### config.mk
export PLATFORM = sky130hd
export DESIGN_NAME = adc_scan_sequencer
export DESIGN_NICKNAME = d
export VERILOG_FILES = /design/src/rtl/adc_seq_pkg.sv /design/src/rtl/adc_frame_shifter.sv /design/src/rtl/adc_burst_ctrl.sv /design/src/rtl/adc_sample_accum.sv /design/src/rtl/adc_scan_sequencer.sv
export SDC_FILE = /design/constraint.sdc
export NUM_CORES = 1
export LEC_CHECK = 0
export ABC_AREA = 0
export BUFFER_PORTS_ARGS = -buffer_cell sky130_fd_sc_hd__buf_2
export CORE_MARGIN = 4
export CORE_UTILIZATION = 64
export DETAILED_ROUTE_END_ITERATION = 6
export HOLD_SLACK_MARGIN = 0.1
export PLACE_DENSITY_LB_ADDON = 0.3
export SETUP_SLACK_MARGIN = 0.15
export SYNTH_ARGS = -nofsm -noshare
export SYNTH_HDL_FRONTEND = slang
export SYNTH_SLANG_ARGS = --single-unit
### constraint.sdc
create_clock -name clk -period 4.25 [get_ports clk]
set_input_delay 0.2125 -clock clk [delete_from_list [all_inputs] [get_ports clk]]
set_output_delay 0.2125 -clock clk [all_outputs]
set_load 0.03 [all_outputs]
### src/rtl/adc_seq_pkg.sv
package adc_seq_pkg;
  typedef enum logic [1:0] {
    ST_IDLE  = 2'd0,
    ST_SHIFT = 2'd1,
    ST_GAP   = 2'd2
  } seq_state_e;
endpackage

### src/rtl/adc_frame_shifter.sv
module adc_frame_shifter #(
  parameter int FRAME_BITS = 16,
  parameter int CH_W       = 3,
  parameter int ADDR_POS   = 2,
  parameter int LOAD_BIT   = 14
) (
  input  logic                  clk,
  input  logic                  rst_n,
  input  logic                  shift_en_i,
  input  logic [CH_W-1:0]       tx_ch_i,
  input  logic                  miso_i,
  output logic                  sclk_o,
  output logic                  csn_o,
  output logic                  mosi_o,
  output logic [FRAME_BITS-1:0] frame_o,
  output logic                  done_o
);
  localparam int CNT_W = $clog2(FRAME_BITS);
  localparam logic [CNT_W-1:0] LAST_CNT = CNT_W'(FRAME_BITS - 1);
  localparam logic [CNT_W-1:0] LOAD_CNT = CNT_W'(LOAD_BIT);

  logic [CNT_W-1:0]      bit_cnt_q, bit_cnt_d;
  logic [FRAME_BITS-1:0] shreg_q, shreg_d;
  logic [CH_W-1:0]       tx_ch_q, tx_ch_d;
  logic                  en_lat_q;
  logic                  mosi_q, mosi_d;

  // frame bit counter and receive shift register (rising edge)
  always_comb begin
    bit_cnt_d = '0;
    shreg_d   = shreg_q;
    tx_ch_d   = tx_ch_q;
    if (shift_en_i) begin
      bit_cnt_d = bit_cnt_q + 1'b1;
      shreg_d   = {shreg_q[FRAME_BITS-2:0], miso_i};
      if (bit_cnt_q == LOAD_CNT) begin
        tx_ch_d = tx_ch_i;
      end
    end
  end

  always_ff @(posedge clk or negedge rst_n) begin
    if (!rst_n) begin
      bit_cnt_q <= '0;
      shreg_q   <= '0;
      tx_ch_q   <= '0;
    end else begin
      bit_cnt_q <= bit_cnt_d;
      shreg_q   <= shreg_d;
      tx_ch_q   <= tx_ch_d;
    end
  end

  // outgoing bit: channel number MSB first at ADDR_POS.., zero elsewhere
  always_comb begin
    mosi_d = 1'b0;
    for (int i = 0; i < CH_W; i++) begin
      if (shift_en_i && (bit_cnt_q == CNT_W'(ADDR_POS + i))) begin
        mosi_d = tx_ch_q[CH_W-1-i];
      end
    end
  end

  // falling-edge stage: outgoing bit and clock-gate enable
  always_ff @(negedge clk or negedge rst_n) begin
    if (!rst_n) begin
      mosi_q   <= 1'b0;
      en_lat_q <= 1'b0;
    end else begin
      mosi_q   <= mosi_d;
      en_lat_q <= shift_en_i;
    end
  end

  assign sclk_o  = clk & en_lat_q;
  assign csn_o   = ~shift_en_i;
  assign mosi_o  = mosi_q;
  assign frame_o = shreg_q;
  assign done_o  = shift_en_i && (bit_cnt_q == LAST_CNT);
endmodule

### src/rtl/adc_burst_ctrl.sv
module adc_burst_ctrl
  import adc_seq_pkg::*;
#(
  parameter int CH_NUM = 8,
  parameter int BURST  = 16,
  parameter int CH_W   = $clog2(CH_NUM)
) (
  input  logic            clk,
  input  logic            rst_n,
  input  logic            start_i,
  input  logic            done_i,
  output logic            shift_en_o,
  output logic [CH_W-1:0] tx_ch_o,
  output logic            acc_en_o,
  output logic            acc_first_o,
  output logic            wr_en_o,
  output logic [CH_W-1:0] wr_addr_o
);
  localparam int BURST_W = $clog2(BURST);
  localparam int NFRAMES = CH_NUM * BURST + 1;
  localparam int FRM_W   = $clog2(NFRAMES + 1);
  localparam logic [FRM_W-1:0]   LAST_FRM  = FRM_W'(NFRAMES - 1);
  localparam logic [BURST_W-1:0] LAST_SMP  = BURST_W'(BURST - 1);

  seq_state_e       state_q, state_d;
  logic [FRM_W-1:0] frm_q, frm_d;
  logic [FRM_W-1:0] frm_inc, smp_idx;
  logic             burst_last, wr_fire;
  logic             wr_en_q;
  logic [CH_W-1:0]  wr_addr_q, wr_addr_d;

  assign frm_inc = frm_q + 1'b1;
  assign smp_idx = frm_q - 1'b1;

  // next-state logic
  always_comb begin
    state_d = state_q;
    frm_d   = frm_q;
    unique case (state_q)
      ST_IDLE: begin
        if (start_i) begin
          state_d = ST_SHIFT;
          frm_d   = '0;
        end
      end
      ST_SHIFT: begin
        if (done_i) begin
          state_d = ST_GAP;
        end
      end
      ST_GAP: begin
        if (frm_q == LAST_FRM) begin
          state_d = ST_IDLE;
        end else begin
          state_d = ST_SHIFT;
          frm_d   = frm_inc;
        end
      end
      default: state_d = ST_IDLE;
    endcase
  end

  always_ff @(posedge clk or negedge rst_n) begin
    if (!rst_n) begin
      state_q <= ST_IDLE;
      frm_q   <= '0;
    end else begin
      state_q <= state_d;
      frm_q   <= frm_d;
    end
  end

  // datapath controls
  assign shift_en_o  = (state_q == ST_SHIFT);
  assign tx_ch_o     = CH_W'(frm_inc >> BURST_W);
  assign acc_en_o    = (state_q == ST_GAP) && (frm_q != '0);
  assign acc_first_o = (smp_idx[BURST_W-1:0] == '0);
  assign burst_last  = (smp_idx[BURST_W-1:0] == LAST_SMP);
  assign wr_fire     = acc_en_o && burst_last;

  always_comb begin
    wr_addr_d = wr_addr_q;
    if (wr_fire) begin
      wr_addr_d = CH_W'(smp_idx >> BURST_W);
    end
  end

  always_ff @(posedge clk or negedge rst_n) begin
    if (!rst_n) begin
      wr_en_q   <= 1'b0;
      wr_addr_q <= '0;
    end else begin
      wr_en_q   <= wr_fire;
      wr_addr_q <= wr_addr_d;
    end
  end

  assign wr_en_o   = wr_en_q;
  assign wr_addr_o = wr_addr_q;
endmodule

### src/rtl/adc_sample_accum.sv
module adc_sample_accum #(
  parameter int FRAME_BITS  = 16,
  parameter int SAMPLE_BITS = 12,
  parameter int ACC_BITS    = 16,
  parameter int RES_BITS    = 14
) (
  input  logic                  clk,
  input  logic                  rst_n,
  input  logic                  en_i,
  input  logic                  first_i,
  input  logic [FRAME_BITS-1:0] frame_i,
  output logic [ACC_BITS-1:0]   result_o
);
  localparam int PAD_BITS = ACC_BITS - RES_BITS;

  logic [ACC_BITS-1:0] acc_q, acc_d, sample_ext;

  assign sample_ext = ACC_BITS'(frame_i[SAMPLE_BITS-1:0]);

  always_comb begin
    acc_d = acc_q;
    if (en_i) begin
      acc_d = first_i ? sample_ext : (acc_q + sample_ext);
    end
  end

  always_ff @(posedge clk or negedge rst_n) begin
    if (!rst_n) begin
      acc_q <= '0;
    end else begin
      acc_q <= acc_d;
    end
  end

  assign result_o = {{PAD_BITS{1'b0}}, acc_q[ACC_BITS-1 -: RES_BITS]};
endmodule

### src/rtl/adc_scan_sequencer.sv
module adc_scan_sequencer #(
  parameter int CH_NUM      = 8,
  parameter int BURST       = 16,
  parameter int FRAME_BITS  = 16,
  parameter int SAMPLE_BITS = 12,
  parameter int ACC_BITS    = 16,
  parameter int RES_BITS    = 14,
  parameter int ADDR_POS    = 2,
  parameter int LOAD_BIT    = 14,
  parameter int CH_W        = $clog2(CH_NUM)
) (
  input  logic                clk,
  input  logic                rst_n,
  input  logic                start_i,
  input  logic                adc_miso_i,
  output logic                adc_sclk_o,
  output logic                adc_csn_o,
  output logic                adc_mosi_o,
  output logic                wr_en_o,
  output logic [CH_W-1:0]     wr_addr_o,
  output logic [ACC_BITS-1:0] wr_data_o
);
  logic                  rst_sync_q1, rst_sync_q2, rst_n_s;
  logic                  shift_en, done, acc_en, acc_first;
  logic [CH_W-1:0]       tx_ch;
  logic [FRAME_BITS-1:0] frame;

  // asynchronous assert, synchronous release
  always_ff @(posedge clk or negedge rst_n) begin
    if (!rst_n) begin
      rst_sync_q1 <= 1'b0;
      rst_sync_q2 <= 1'b0;
    end else begin
      rst_sync_q1 <= 1'b1;
      rst_sync_q2 <= rst_sync_q1;
    end
  end
  assign rst_n_s = rst_sync_q2;

  adc_frame_shifter #(
    .FRAME_BITS(FRAME_BITS), .CH_W(CH_W), .ADDR_POS(ADDR_POS), .LOAD_BIT(LOAD_BIT)
  ) u_shifter (
    .clk        (clk),
    .rst_n      (rst_n_s),
    .shift_en_i (shift_en),
    .tx_ch_i    (tx_ch),
    .miso_i     (adc_miso_i),
    .sclk_o     (adc_sclk_o),
    .csn_o      (adc_csn_o),
    .mosi_o     (adc_mosi_o),
    .frame_o    (frame),
    .done_o     (done)
  );

  adc_burst_ctrl #(
    .CH_NUM(CH_NUM), .BURST(BURST), .CH_W(CH_W)
  ) u_ctrl (
    .clk         (clk),
    .rst_n       (rst_n_s),
    .start_i     (start_i),
    .done_i      (done),
    .shift_en_o  (shift_en),
    .tx_ch_o     (tx_ch),
    .acc_en_o    (acc_en),
    .acc_first_o (acc_first),
    .wr_en_o     (wr_en_o),
    .wr_addr_o   (wr_addr_o)
  );

  adc_sample_accum #(
    .FRAME_BITS(FRAME_BITS), .SAMPLE_BITS(SAMPLE_BITS),
    .ACC_BITS(ACC_BITS), .RES_BITS(RES_BITS)
  ) u_accum (
    .clk      (clk),
    .rst_n    (rst_n_s),
    .en_i     (acc_en),
    .first_i  (acc_first),
    .frame_i  (frame),
    .result_o (wr_data_o)
  );
endmodule

# After elaboration in Yosys (flattened, before gate mapping)
# Index checks and enable logic that the tools add are counted.
# totals
input_bits	4
word_cells	55
out_inout_bits	23
ff_bits	53
# classes
reduce_logical	13
bitwise	2
muxes	12
n_addsub	4
eq_ne	12
# op_table
cell	count
$add 16x12->16	1
$mux 16	1
$mux 8	2
$pmux 8 s2	1
$eq 4x4->1 const B	3
$add 8x1->8 const B	1
$eq 4x2->1 const B	2
$eq 8x8->1 const B	1
$reduce_bool 8->1	1
$sub 7x1->7 const B	1
$logic_and 1x1->1	6
$ne 2x2->1 const B	3
$pmux 2 s3	1
$add 4x1->4 const B	1
$eq 4x3->1 const B	1
$logic_not 4->1	1
$mux 1	4
$mux 2	2
$mux 4	1
$reduce_and 2->1	2
$reduce_and 3->1	1
$eq 2x1->1 const B	1
$eq 2x2->1 const B	1
$logic_not 2->1	1
3 further kinds	3

# Longest topological paths before layout
# Gate-level depths: netlist (run 1).
# logic_depth
depth_word	5
depth_mapped	10
mapped_depth_nobuf	8

# By module
# From an unflattened synthesis (run 1), not the netlist that was laid out.
# hier_totals
hier_cells	331
area_unflattened_um2	3405.8
# modules_own_cells
mod	instances	area_each_um2	cells_each
adc_sample_accum	1	1443.9	168
adc_frame_shifter	1	1001.0	67
adc_burst_ctrl	1	907.1	93
adc_scan_sequencer	1	53.8	3

==> results of run 1 <==
worst max-delay path, delay by kind of cell, from the launching register on:
kind | cells | cell delay [ns]
flops | 1 | 0.40
compound gates | 2 | 0.27
fa+ha+maj | 1 | 0.23
simple gates | 4 | 0.22
buf+inv | 1 | 0.08
per-stage QoR:
step | instances | power, mW
detailed placement | 392 | 1.37
finish | 406 | 1.80
floorplan | 339 | 1.24
global route | 406 | 1.95
CTS | 406 | 1.82
global placement | 392 | 1.35
final cells by class:
class                      instances  area (um2)
multi-input combinational        247        1530
fill                             353        1390
sequential                        53        1330
timing repair buffer              29         168
clock buffer                      11         133
tap                               54        67.6
inverter                          11        41.3
clock inverter                     1        30.0
worst paths after layout:
path,end,cells past startpoint,start,slack [ns]
max,u_shifter.mosi_o,8,u_shifter.bit_cnt_q[0],0.76
min,u_ctrl.frm_q[6],4,start_i,0.18
max reg2reg,u_shifter.mosi_o,8,u_shifter.bit_cnt_q[0],0.76
min reg2reg,u_shifter.bit_cnt_q[2],0,rst_n_s,0.24
max in group asynchronous,u_shifter.mosi_o,0,rst_n_s,1.62
min in group asynchronous,u_shifter.bit_cnt_q[2],0,rst_n_s,0.24
power groups by stage:
stage               Sequential (mW)  Clock (mW)  Combinational, mW
finish                        0.731       0.465              0.604
detailed placement            0.737      0.0382              0.600
floorplan                     0.715      0.0297              0.498
global placement              0.731      0.0382              0.576
CTS                           0.728       0.482              0.608
global route                  0.748       0.505              0.694
routing by layer:
layer  global-route usage (%)  vias up
met1                     25.3     1146
met3                     4.99       11
met4                     10.7        0
met2                     35.4       45
met5                        0        -
li1                         -     1168
what timing repair did:
item,in CTS,in global routing
resized for setup,0,0
hold buffers,3,0
hold endpoints to repair,3,0
cell usage after synthesis, drive strengths merged, types with 6 or more instances:
| cell | instances |
|---|---|
| ha | 19 |
| nand2 | 67 |
| nand3 | 6 |
| nor3 | 7 |
| dfrtp | 51 |
| inv | 11 |
| o21ai | 27 |
| buf | 24 |
| xor2 | 9 |
| nor2 | 21 |
| a21oi | 15 |
| xnor2 | 11 |
flip-flops by register name, indices dropped and copies added, names as in the netlist:
name                 flops
rst_n_s                  1
rst_sync_q1              1
u_accum.acc_q           16
u_ctrl.frm_q             8
u_ctrl.state_q           2
u_ctrl.wr_addr_o         3
u_ctrl.wr_en_o           1
u_shifter.bit_cnt_q      4
u_shifter.en_lat_q       1
u_shifter.frame_o       12
u_shifter.mosi_o         1
u_shifter.tx_ch_q        3
logic make-up after synthesis:
kind of cell             share of synthesized area (%)
other                                            0.243
multiplexers                                      1.62
flip-flops                                        42.9
AND/OR/NAND/NOR                                   18.4
buffers and inverters                             7.61
adder cells (fa/ha/maj)                           8.34
AO/OA/AOI/OAI                                     15.3
XOR/XNOR                                          5.67
placed cells by master, fill, tap and decap left out, types with 11 or more instances in the layout:
| master | netlist | layout |
|---|---|---|
| nor2_1 | 21 | 21 |
| nand2_1 | 67 | 67 |
| buf_2 | 5 | 24 |
| dfrtp_1 | 51 | 50 |
| o21ai_0 | 26 | 26 |
| a21oi_1 | 15 | 15 |
| xnor2_1 | 11 | 11 |
| ha_1 | 19 | 19 |
| inv_1 | 11 | 11 |
==> results.md, run 1 <==
- Status: complete, no violations
- Max-cap violations: 0
- Crit Path Class: flip-flop to flip-flop
- Iteration-0 DRC Markers: between 100 and 150
- Die height: 77.5 um
- Pwr Density: 545 nW/um2
- Worst setup margin: 0.762 ns
- Antenna violations before repair: 0
- GP Congestion: 0.824
- FF+latch count, synth: 53
- Crit-path most repeated cell: nor2_1
- I/O pin total: 27
- Die ar.: 6010 um2
- Post-synth EDFFs: 0
- Fraction of layout cells with a size suffix above 1: roughly an eighth
- Dpl ws: 0.826 ns
- 1st-pass router iterations: 4
- Row count: 25
- DRC: 0
- GRT Total Usage: 21.1%
- Setup Viol. Count Final: 0
- Layout Cell Area excl Fill: about 3300 um2
- Setup bufs post-CTS: 0
- Starting Density: 65.9%
- Remaining antenna violation count after routing: 0
- Post-Syn Instances: 338
- Slew headroom: 52.1%
- Synth unique cells: 46
- Worst endpoint data arrival time: 1.61 ns
- Port Buf Inserts: 24
- Placed cell area: 3110 um2
- Synth async-reset ratio: 100%
- Die Wd: 77.5 um
- Metal-1 WL: approximately 2500 um
- Vias in the first global route: 2303
- Slowest-stage cell, CP: dfrtp_1
- Clock slew at reported path FFs: 0.09 ns
- First-pass GRT wire length: 10100 um
- Clk_lat worst skew: about 0.42 ns
- # diodes: 0
- Power share of the clock group: 25.8%
- CTS tree: yes
- Nets: 375
- RSZ-0062 raised after global routing: no
- Setup TNS: 0 ns
- Peak supply drop: 0.255 mV
- Combinational power share: 33.6%
- Pins Over Slew Limit: 0
- Final Util: 70.3%
- Slowest stage delay, CP: 0.40 ns
- Type of the tightest min-delay check: input pin to flip-flop
- Placeable Area: 4690 um2
- Internal power: 1.12 mW
- Synth top area share: 41.3%
- P&R area growth vs syn: 6.76%
- Largest net degree at the start of global routing: 29
- Worst-path cell chain: inv_1 > ha_1 > nand2_1 > nor2_1 > a21oi_1 > nor2_1 > a31oi_1 > nor3_1
- Crit path capture type: flip-flop
- Maximum fanout along the worst path: 4
- Remaining Overflow, GRT: 0
- Ys Warns: 0
- Seq/Total Area, Yosys: 42.9%
- Highest metal used: met4
- Dominant cell type by area after synthesis: dfrtp_1
- Netlist Area Pre-Place: 3090 um2
- Via-to-Cell Ratio: 5.84
- Met2 Wirelength: about 2800 um
- Hpwl dp: 4090 um
- Synth top area cells: dfrtp_1 41%, nand2_1 8.1%, ha_1 7.7%
- Slew @ Worst Pin: 0.716 ns
- Reg power frac: 40.6%
- Leakage power: 1.64 nW
- Final Hold Viols: 0
- Clock Skew: 0.0170 ns
- Synth Flop Type: dfrtp_1
- Routed length per instance: 14.0 um
- Post-Syn Area per Cell: 9.15 um2
- Metal3 WL: 221 um
- Startpoint Class: flip-flop
- Final WL: 5690 um
- WP data required: 2.37 ns
- Via count: approximately 2400
- Net Sw Frac: 37.5%
- WHS: ~0.18 ns
- Psw: 0.675 mW
No activity file was read; power rests on OpenSTA's default activity.
==> inputs of run 2 (changes only) <==
- CORE_UTILIZATION: 64 -> 60
- clock period: 4.25 -> 3.3 ns (I/O delays scaled with it)
==> run 2 against run 1 <==
Compared with the run above: cell count grew 3.7%; clock skew grew 0.0017 ns; clock power is 9.9% higher; via count fell by 1.7%; largest cell class unchanged; critical endpoint unchanged; first-iteration DRC count decreased by 33%; critical path type unchanged; cell area increased by 0.23%; combinational power increased by 30%.
==> results.md, run 2 (synthesis results as in run 1) <==
- Status: complete, no violations
- P&R area growth vs syn: 7.00%
- Starting Density: 63.8% (-2.1 points)
- # diodes: 0 (unchanged)
- I/O pin total: 27 (unchanged)
- Slew headroom: 48.6% (-3.5 points)
- Leakage power: 1.64 nW (-0.22%)
- Setup Viol. Count Final: 0 (unchanged)
- GRT met2 Usage: 34.9% (-0.51 points)
- GRT Total Usage: 19.9% (-1.2 points)
- Crit Path Class: flip-flop to flip-flop
- Max reg flops: 16 (unchanged)
- Clk_lat worst skew: 0.42 ns (about the same)
- Pwr Density: 677 nW/um2 (+24%)
- Maximum fanout along the worst path: 4 (unchanged)
- Via-to-Cell Ratio: 5.53 (-5.2%)
- First-pass GRT wire length: 9940 um (-2.0%)
- Port Buf Inserts: 24 (unchanged)
- Via count: 2330 (-1.7%)
- Clock slew at reported path FFs: 0.09 ns (about the same)
- Final WL: 5650 um (-0.67%)
- Setup TNS: 0 ns (unchanged)
- Top reg by flops: u_accum.acc_q
- Met3 usage: 5.08% (+0.091 points)
- Type of the tightest min-delay check: flip-flop to async pin
- Max-cap violations: 0 (unchanged)
- Pwr Total: 2.24 mW (+24%)
- Nets: 377 (+0.53%)
- Worst endpoint data arrival time: 1.55 ns (-0.06 ns)
- Remaining Overflow, GRT: 0 (unchanged)
- Commonest non-fill, non-tap cell in the layout: nand2_1
- Remaining antenna violation count after routing: 0 (unchanged)
- Antenna violations before repair: 0 (unchanged)
- Filler cell count in the final layout: 364 (+3.1%)
- Die Wd: 79.8 um (+2.9%)
- Startpoint Class: flip-flop
- Placeable Area: 4850 um2 (+3.3%)
- Routed length per instance: 13.4 um (-4.2%)
- Most frequent cells in the layout: 67 x nand2_1, 50 x dfrtp_1, 26 x o21ai_0
- Row count: 25 (unchanged)
- Peak supply drop: 0.411 mV (+62%)
- Area of the multi-input gates: 1530 um2 (unchanged)
- CTS tree: yes
- GRT met1 Usage: 23.6% (-1.7 points)
- Die height: 79.8 um (+2.9%)
- Slew @ Worst Pin: 0.769 ns (+0.0528 ns)
- GP Congestion: 0.870 (+5.5%)
- Hpwl dp: 4100 um (+0.40%)
- Most used routing layer: met2
- Fraction of layout cells with a size suffix above 1: 12.1% (-0.069 points)
- Die ar.: 6370 um2 (+6.0%)
- 1st-pass router iterations: 5 (+1)
- Clock Skew: 0.0187 ns (+0.00167 ns)
- RSZ-0062 raised after global routing: no
- Iteration-0 DRC Markers: 89 (-33%)
- DRC: 0 (unchanged)
- Crit path capture type: flip-flop
- WP data required: 1.91 ns (-0.46 ns)
- Largest net degree at the start of global routing: 32 (+10%)
- PostCTS Resize Cnt: 0 (unchanged)
- Vias in the first global route: 2280 (-1.0%)
- Reg area: 1330 um2 (unchanged)
- Pins Over Slew Limit: 0 (unchanged)
- Final Hold Viols: 0 (unchanged)
-- run 2: cell count changes in the layout (fill, tap and decap cells not counted) --
cell,delta
clkbuf_1,+1
buf_4,+1
dlygate4sd3_1,+1
bufinv_16,-1
-- run 2: area by class of cell --
| type | count | area share (%) |
|---|---|---|
| multi-input cells | 247 | 46.4 |
| flip-flops and latches | 53 | 40.1 |
| repair buffers | 31 | 5.60 |
| clock buffers | 12 | 4.12 |
| well taps | 67 | 2.53 |
| inverters | 11 | 1.25 |
-- run 2: worst paths after layout --
path | startpoint | end | slack (ns) | cells after the start
max | u_shifter.bit_cnt_q[0] | u_shifter.mosi_o | 0.35 | 8
min | rst_n_s | u_shifter.frame_o[10] | 0.22 | 0
max reg2reg | u_shifter.bit_cnt_q[0] | u_shifter.mosi_o | 0.35 | 8
min reg2reg | rst_n_s | u_shifter.frame_o[10] | 0.22 | 0
max in group asynchronous | rst_n_s | u_shifter.en_lat_q | 1.21 | 0
min in group clk | rst_sync_q1 | rst_n_s | 0.35 | 0
-- run 2: per-layer routing --
layer  part of all wire [%]  vias to the layer above
met1                     46                     1124
li1                       -                     1166
met2                     50                       33
met3                    3.1                        7
met4                    1.4                        0
met5                      0                        -
-- run 2: what timing repair did --
item                      in CTS  in global routing
buffers inserted               0                  0
hold endpoints to repair       4                  0
hold buffers                   4                  0
-- run 2: through the flow --
step	worst slack, ns	cells	hold WS, ns	cell area (um2)	utilization [%]
after detailed placement	0.363	406	-0.0499	3140	64.7
after CTS	0.337	421	0.241	3310	68.2
after global placement	0.417	406	-0.0500	3140	64.7
final	0.353	421	0.222	3310	68.2
after floorplan	0.166	339	-0.131	3100	-
after global routing	0.245	421	0.270	3310	68.2
-- run 2: power by group --
group / internal [mW] / switching (mW) / total [mW]
Clock: 0.264 / 0.247 / 0.511
Sequential: 0.787 / 0.154 / 0.940
Combinational: 0.326 / 0.461 / 0.787
Total: 1.38 / 0.862 / 2.24
-- run 2: critical path, cell delays in order (launching register included) --
cell	delay, ns
dfrtp_1	0.41
inv_1	0.08
ha_1	0.21
nand2_1	0.06
nor2_1	0.04
a21oi_1	0.12
nor2_1	0.05
a31oi_1	0.13
nor3_1	0.06
